<file path="src/rtl/tern_pkg.sv">
package tern_pkg;
   localparam int TRIT_W = 2;
   typedef logic [TRIT_W-1:0] trit_t;

   localparam trit_t TRIT_ZERO = 2'b00;
   localparam trit_t TRIT_ONE  = 2'b01;
   localparam trit_t TRIT_TWO  = 2'b10;
   localparam trit_t TRIT_BAD  = 2'b11;

   // widen a trit code and a carry to a 3-bit digit total
   function automatic logic [2:0] digit_total(trit_t x, trit_t y, logic c);
      return {1'b0, x} + {1'b0, y} + {2'b00, c};
   endfunction
endpackage

</file>
<file path="src/rtl/tern_pg_cell.sv">
module tern_pg_cell
   import tern_pkg::*;
(
   input  trit_t x_i,
   input  trit_t y_i,
   output logic  gen_o,
   output logic  prop_o,
   output logic  bad_o
);
   logic [2:0] pair_sum;

   always_comb begin
      pair_sum = digit_total(x_i, y_i, 1'b0);
      gen_o    = (pair_sum >= 3'd3);
      prop_o   = (pair_sum == 3'd2);
      bad_o    = (x_i == TRIT_BAD) || (y_i == TRIT_BAD);
   end

   always_comb begin
      if (!bad_o && gen_o)
         AST_GEN_HAS_TWO: assert (x_i == TRIT_TWO || y_i == TRIT_TWO);
      if (!bad_o && prop_o)
         AST_PROP_NO_GEN: assert (!gen_o && (x_i != TRIT_ZERO || y_i == TRIT_TWO));
   end
endmodule

</file>
<file path="src/rtl/tern_carry_lookahead.sv">
module tern_carry_lookahead #(
   parameter int N_STAGES = 5
) (
   input  logic [N_STAGES-1:0] gen_i,
   input  logic [N_STAGES-1:0] prop_i,
   input  logic                cin_i,
   output logic [N_STAGES:0]   carry_o
);
   assign carry_o[0] = cin_i;

   for (genvar i = 0; i < N_STAGES; i++) begin : g_carry
      // flat sum of products: every term starts at a generate or at cin
      always_comb begin
         logic term;
         logic acc;
         acc = 1'b0;
         for (int j = 0; j <= i; j++) begin
            term = gen_i[j];
            for (int k = j + 1; k <= i; k++) term = term & prop_i[k];
            acc = acc | term;
         end
         term = cin_i;
         for (int k = 0; k <= i; k++) term = term & prop_i[k];
         carry_o[i+1] = acc | term;
      end

      always_comb begin
         AST_CARRY_STEP: assert (carry_o[i+1] == (gen_i[i] | (prop_i[i] & carry_o[i])));
      end
   end
endmodule

</file>
<file path="src/rtl/tern_sum_cell.sv">
module tern_sum_cell
   import tern_pkg::*;
(
   input  trit_t x_i,
   input  trit_t y_i,
   input  logic  cin_i,
   output trit_t sum_o
);
   logic [2:0] tot;

   always_comb begin
      tot = digit_total(x_i, y_i, cin_i);
      unique case (tot)
         3'd0, 3'd3, 3'd6: sum_o = TRIT_ZERO;
         3'd1, 3'd4, 3'd7: sum_o = TRIT_ONE;
         default:          sum_o = TRIT_TWO;
      endcase
   end
endmodule

</file>
<file path="src/rtl/tern_cla_adder.sv">
module tern_cla_adder
   import tern_pkg::*;
#(
   parameter int NUM_TRITS = 5
) (
   input  logic [NUM_TRITS*TRIT_W-1:0] a_i,
   input  logic [NUM_TRITS*TRIT_W-1:0] b_i,
   input  logic                        carry_i,
   output logic [NUM_TRITS*TRIT_W-1:0] sum_o,
   output logic                        carry_o,
   output logic                        illegal_o
);
   localparam int BUS_W = NUM_TRITS * TRIT_W;

   if (NUM_TRITS < 1 || NUM_TRITS > 20) begin : g_bad_width
      $error("tern_cla_adder: NUM_TRITS must be within 1..20");
   end

   logic [NUM_TRITS-1:0] gen, prop, bad;
   logic [NUM_TRITS:0]   carry;

   for (genvar i = 0; i < NUM_TRITS; i++) begin : g_stage
      tern_pg_cell u_pg (
         .x_i    (a_i[i*TRIT_W +: TRIT_W]),
         .y_i    (b_i[i*TRIT_W +: TRIT_W]),
         .gen_o  (gen[i]),
         .prop_o (prop[i]),
         .bad_o  (bad[i])
      );
      tern_sum_cell u_sum (
         .x_i   (a_i[i*TRIT_W +: TRIT_W]),
         .y_i   (b_i[i*TRIT_W +: TRIT_W]),
         .cin_i (carry[i]),
         .sum_o (sum_o[i*TRIT_W +: TRIT_W])
      );
   end

   tern_carry_lookahead #(.N_STAGES(NUM_TRITS)) u_cla (
      .gen_i   (gen),
      .prop_i  (prop),
      .cin_i   (carry_i),
      .carry_o (carry)
   );

   assign carry_o   = carry[NUM_TRITS];
   assign illegal_o = |bad;

   always_comb begin
      longint unsigned va, vb, vs, w;
      va = 0; vb = 0; vs = 0; w = 1;
      for (int i = 0; i < NUM_TRITS; i++) begin
         va += longint'(a_i[i*TRIT_W +: TRIT_W]) * w;
         vb += longint'(b_i[i*TRIT_W +: TRIT_W]) * w;
         vs += longint'(sum_o[i*TRIT_W +: TRIT_W]) * w;
         w  *= 3;
         if (!illegal_o) begin
            AST_SUM_CODE: assert (sum_o[i*TRIT_W +: TRIT_W] != TRIT_BAD);
            AST_DIGIT_MOD: assert ((32'(sum_o[i*TRIT_W +: TRIT_W]) + 3 * 32'(carry[i+1]))
                                   == (32'(a_i[i*TRIT_W +: TRIT_W]) + 32'(b_i[i*TRIT_W +: TRIT_W])
                                       + 32'(carry[i])));
         end
      end
      if (!illegal_o)
         AST_TOTAL: assert (vs + w * longint'(carry_o) == va + vb + longint'(carry_i));
   end

   logic unused_bus;
   assign unused_bus = ^BUS_W;
endmodule

</file>
<file path="config.mk">
export PLATFORM = sky130hd
export DESIGN_NAME = tern_cla_adder
export DESIGN_NICKNAME = d
export VERILOG_FILES = /design/src/rtl/tern_pkg.sv /design/src/rtl/tern_pg_cell.sv /design/src/rtl/tern_carry_lookahead.sv /design/src/rtl/tern_sum_cell.sv /design/src/rtl/tern_cla_adder.sv
export SDC_FILE = /design/constraint.sdc
export NUM_CORES = 1
export LEC_CHECK = 0
export CAP_MARGIN = 20
export CORE_UTILIZATION = 35
export DETAILED_ROUTE_END_ITERATION = 8
export DONT_BUFFER_PORTS = 1
export PLACE_DENSITY = 0.5
export SYNTH_ARGS = -nofsm -noshare
export SYNTH_HDL_FRONTEND = slang
export SYNTH_SLANG_ARGS = --single-unit
</file>
<file path="constraint.sdc">
create_clock -name vclk -period 3.5
set_clock_uncertainty 0.1 [all_clocks]
set_input_delay 0.7 -clock vclk [all_inputs]
set_output_delay 0.7 -clock vclk [all_outputs]
set_load 0.03 [all_outputs]
</file>
Word level (Yosys, flattened, before mapping)
Cells that the tools add are included.

word-level totals
  logic and storage cells = 111
  register bits = 0
  output and inout port bits = 12

operators by class
  reductions and logical operators = 21
  equality and inequality tests = 40
  $add $sub $neg = 10
  muxes and demuxes = 5
  bitwise operators = 30
  $lt $le $gt $ge = 5

operator list
  kind                                                                    number
  3-bit == test (second input constant)                                   15
  3-bit by 2-bit == test with 1-bit output (second input constant)        10
  3-bit OR reduction                                                      10
  2-bit == test (second input constant)                                   10
  2-bit one-hot mux with 2 select lines                                   5
  2-bit by 2-bit adder with 3-bit output                                  5
  3-bit by 1-bit adder with 3-bit output                                  5
  1-bit AND                                                               15
  3-bit by 1-bit == test with 1-bit output (second input constant)        5
  3-bit by 2-bit >= comparator with 1-bit output (second input constant)  5
  3-bit logical NOT                                                       5
  1-bit OR                                                                15
  1-bit logical OR                                                        5
  5-bit OR reduction                                                      1

Depth between registers and ports, before layout
Gate-level depths: netlist of run 1.

  depth after elaboration = 13
  depth in mapped cells = 13
  gate-level depth less buffers = 13

Cells and area by module
From an unflattened synthesis of run 1, not the netlist that was laid out.

unflattened totals
  cells, all modules = 95
  area, all modules = 882.1 um^2

modules (own cells, without submodules)
  module                instances  cells each  area each (um^2)  sequential area each (um^2)
  tern_sum_cell         5          11          93.8              0.0
  tern_pg_cell          5          5           61.3              0.0
  tern_carry_lookahead  1          12          93.8              0.0
  tern_cla_adder        1          3           12.5              0.0

Least setup slack after synthesis of run 1
No wires, ideal clock.

  path kind = input to output
  start = input a_i[4]
  end = output sum_o[9]
  buffers on the path = 0
  stages on the path = 11
  path slack = -722 ps
  arrival time = 3,422 ps
  data required time = 2,700 ps
  cells stage by stage = ha_1 -> fa_1 -> and4bb_1 -> nand3_2 -> nand4b_2 -> o22a_2 -> ha_1 -> ha_1 -> xnor2_1 -> nand2_1 -> o21ai_0

on the way
  longest elaborated chain between the ends = 12
  elaborated cells on any way between the ends = 24

ends and longest elaborated chain
  element                                                           line                        text
  start, declared                                                   tern_cla_adder.sv:6         input logic [NUM_TRITS*TRIT_W-1:0] a_i,
  2-bit by 2-bit adder with 3-bit output (*)                        tern_pkg.sv:12              return {1'b0, x} + {1'b0, y} + {2'b00, c};
  3-bit by 2-bit == test with 1-bit output                          tern_pg_cell.sv:15          prop_o = (pair_sum == 3'd2);
  1-bit AND (2 in a row)                                            tern_carry_lookahead.sv:19  for (int k = j + 1; k <= i; k++) term = term & prop_i[k];
  1-bit OR (3 in a row)                                             tern_carry_lookahead.sv:20  acc = acc | term;
  1-bit OR (*)                                                      tern_carry_lookahead.sv:24  carry_o[i+1] = acc | term;
  3-bit by 1-bit adder with 3-bit output (*)                        tern_pkg.sv:12
  3-bit by 1-bit == test with 1-bit output (tied with other cells)  tern_sum_cell.sv:13         unique case (tot)
  3-bit OR reduction                                                tern_sum_cell.sv:13
  2-bit one-hot mux with 2 select lines (*)                         tern_sum_cell.sv:13
  end, declared                                                     tern_cla_adder.sv:9         output logic [NUM_TRITS*TRIT_W-1:0] sum_o,

Mark *: on every way between the ends. The rest lies on a longest branch, timed or not.

Final worst setup path of run 1
  start = input a_i[0]
  end = output sum_o[8]

on the way
  longest elaborated chain between the ends = 13
  elaborated cells on any way between the ends = 24

ends and longest elaborated chain
  element                                                           line                        text
  2-bit by 2-bit adder with 3-bit output (*)                        tern_pkg.sv:12
  3-bit by 2-bit >= comparator with 1-bit output                    tern_pg_cell.sv:14          gen_o = (pair_sum >= 3'd3);
  1-bit AND (3 in a row)                                            tern_carry_lookahead.sv:19
  1-bit OR (3 in a row)                                             tern_carry_lookahead.sv:20
  1-bit OR (*)                                                      tern_carry_lookahead.sv:24
  3-bit by 1-bit adder with 3-bit output (*)                        tern_pkg.sv:12
  3-bit by 1-bit == test with 1-bit output (tied with other cells)  tern_sum_cell.sv:13
  3-bit OR reduction                                                tern_sum_cell.sv:13
  2-bit one-hot mux with 2 select lines (*)                         tern_sum_cell.sv:13

Marks and branches as above.

==> results of run 1 <==
-- cells by family (layout without fill, tap and decap cells) --
logic type	count (synthesis)	count (layout)	synth area share, %
fa+ha+maj	20	20	39.8
mux	3	3	4.33
buf+inv	9	27	4.67
simple gates	28	28	23.2
xor+xnor	8	8	9.69
compound gates	19	19	18.3
-- power by group through the flow --
stage	registers, mW	logic [mW]	clock network [mW]
floorplan	0	0.343	0
global placement	0	0.420	0
detailed placement	0	0.423	0
CTS	0	0.466	0
global route	0	0.523	0
finish	0	0.478	0
-- layout by cell type (no fill, tap or decap), types with 2 or more instances in the layout --
cell type	n
buf_4	16
o21ai_4	2
nand2b_1	4
and4bb_1	2
xnor2_4	2
inv_1	8
ha_1	9
nand2b_4	2
xor2_1	3
o21ai_0	3
buf_6	2
o21ai_1	2
nand3_1	2
fa_1	5
ha_4	5
a22oi_1	3
nor2_1	4
nand2_1	6
-- layout make-up --
class | count | area (µm²) | share of cell area [%]
Inverter | 9 | 33.8 | 3.01
Multi-Input combinational cell | 78 | 912 | 81.3
Tap cell | 27 | 33.8 | 3.01
Timing Repair Buffer | 18 | 143 | 12.7
-- timing repair --
action                                  CTS  global route
setup buffers                             2             1
pin swaps                                 7             3
endpoints found under the setup margin    8            10
hold buffers                              0             0
resized for setup                        10             5
-- through the flow --
step / setup TNS, ns / power (mW) / util [%] / hold WS (ns)
2_1_floorplan: -0.867 / 0.343 / - / 1.59
3_3_place_gp: -1.60 / 0.420 / 52.3 / 1.60
3_5_place_dp: -1.57 / 0.423 / 52.3 / 1.62
4_1_cts: -1.27 / 0.466 / 56.7 / 1.62
5_1_grt: -2.24 / 0.523 / 57.8 / 1.66
6_report: -1.27 / 0.478 / 57.8 / 1.62
-- how the worst min path moves through the flow --
stage	start	slack, ns	end
2_1_floorplan	a_i[3]	1.59	illegal_o
3_3_place_gp	a_i[3]	1.60	illegal_o
3_5_place_dp	a_i[3]	1.62	illegal_o
4_1_cts	a_i[3]	1.62	illegal_o
5_1_grt	a_i[3]	1.66	illegal_o
6_report	a_i[3]	1.62	illegal_o
-- layer usage --
layer  GRT usage, %  vias up  share of wire, %
met5              0        -                 0
met3           2.26        0               8.6
met1           22.2      301                47
li1               -      350                 -
met2           25.2       24                45
met4              0        0                 0
==> reports/metrics.cfg, run 1 <==
[critical_path]
arrival_ns=3.03
worstSetupPathType=input port to output pin
crit_path_end=sum_o[8]
worst_path_max_delay_cell=fa_1
path_delay_family=adder cells
crit_path_max_fanout=3
cp-end-kind=output pin
worst-endpoint-required_ns=2.70
startpoint=a_i[0]
path_cells=ha_4, inv_2, fa_1, and2b_1, o211ai_2, nand4b_4, o22a_2, ha_4, ha_4, xnor2_4, xor2_1, nor2_1, a21oi_4
cpMostUsedCell=ha_4
cp-start-kind=input port
worst-path-buf-inv=1
cpPeakStageDelay_ns=0.52
cp.depth=13

[global_routing]
grt_pass1_vias=570
antenna_found_initial=0
grt_pass1_wl_um=2470
grt-ovfl-total=0
grt_max_degree=5
grt_use_total_pct=15.2

[drt]
route.detailed.drc=0
dr.pass1.iters=4
wire_per_inst_um=12.1
vias_per_cell=5.11
drtIter0Drc=2
ant_nets=0
totalWireLength_um=1600
dr_total_vias=675

[synth]
synthTopCellsByCount=ha_1 (15), inv_1 (9), o21ai_0 (8), nand2_1 (7), nand2b_1 (6)
syn_area_um2=723
yosysMostFrequentCell=ha_1
yosysTopAreaCellShare_pct=26.0
synth_area_leader_cell=ha_1
seq_area_frac_synth_pct=0
post_synth_num_cell_types=27
syn_inst=87
synth_nets=128
yosys_warnings=0
synth_area_leaders=ha_1 (26%), fa_1 (14%), xor2_1 (6.1%)
synth.avg_cell_area_um2=8.31

[finish]
ff_latch_area_um2=0
seq_cells=0
final_cell_area_um2=1120
fin_nets=148
layout.cells.non_filler=132
antenna_cells=0
fill_cells=192
syn2layout_area_growth_pct=55.2
nClkBuffers=0
drive_gt1_share_pct=44.8

[timing]
max_freq_mhz=261
finalCriticalPeriod_ns=3.83
worst_pin_slew_ns=0.402
finalHoldViolCount=0
maxSlewHeadroom_pct=73.1
finalSetupViolCount=6
rsz0062_at_grt=true
fin_crit_sh_pct=109
setup_ws_ns=-0.329
drv_slew=0

[floorplanning]
die-area_um2=2250
core_um2=1940
die_h_um=47.5
ios=33
initial_utilization_pct=37.2
die_w_um=47.5
rows=16

[place]
place_congestion=0.752
place_area_um2=1020
portBuffers=0
dp.cells=130
hpwl_um=1410
pre_cts_ws_ns=-0.351

[pwr]
p_int_uw=218
leakagePower_nw=0.491
clkPwrFrac_pct=0
power.density_nw_per_um2=426
peakVddDrop_v=0.000359
power_frac_comb_pct=100.0
seqPwrFrac_pct=0
switching_share_pct=54.3
p_sw_uw=259

[run]
cap_viol_max_count=0

[run_status]
violations=setup timing
outcome=finished with violations

[min_path]
hold_depth=2
hold_path_class=input port to output pin

Power figures use the tool's default switching activity.
==> inputs of run 2 (changes only) <==
GPL_ROUTABILITY_DRIVEN = 0   (was default)
==> results of run 2 <==
Same layout as run 1: the final DEF is identical, and so are final timing and power.
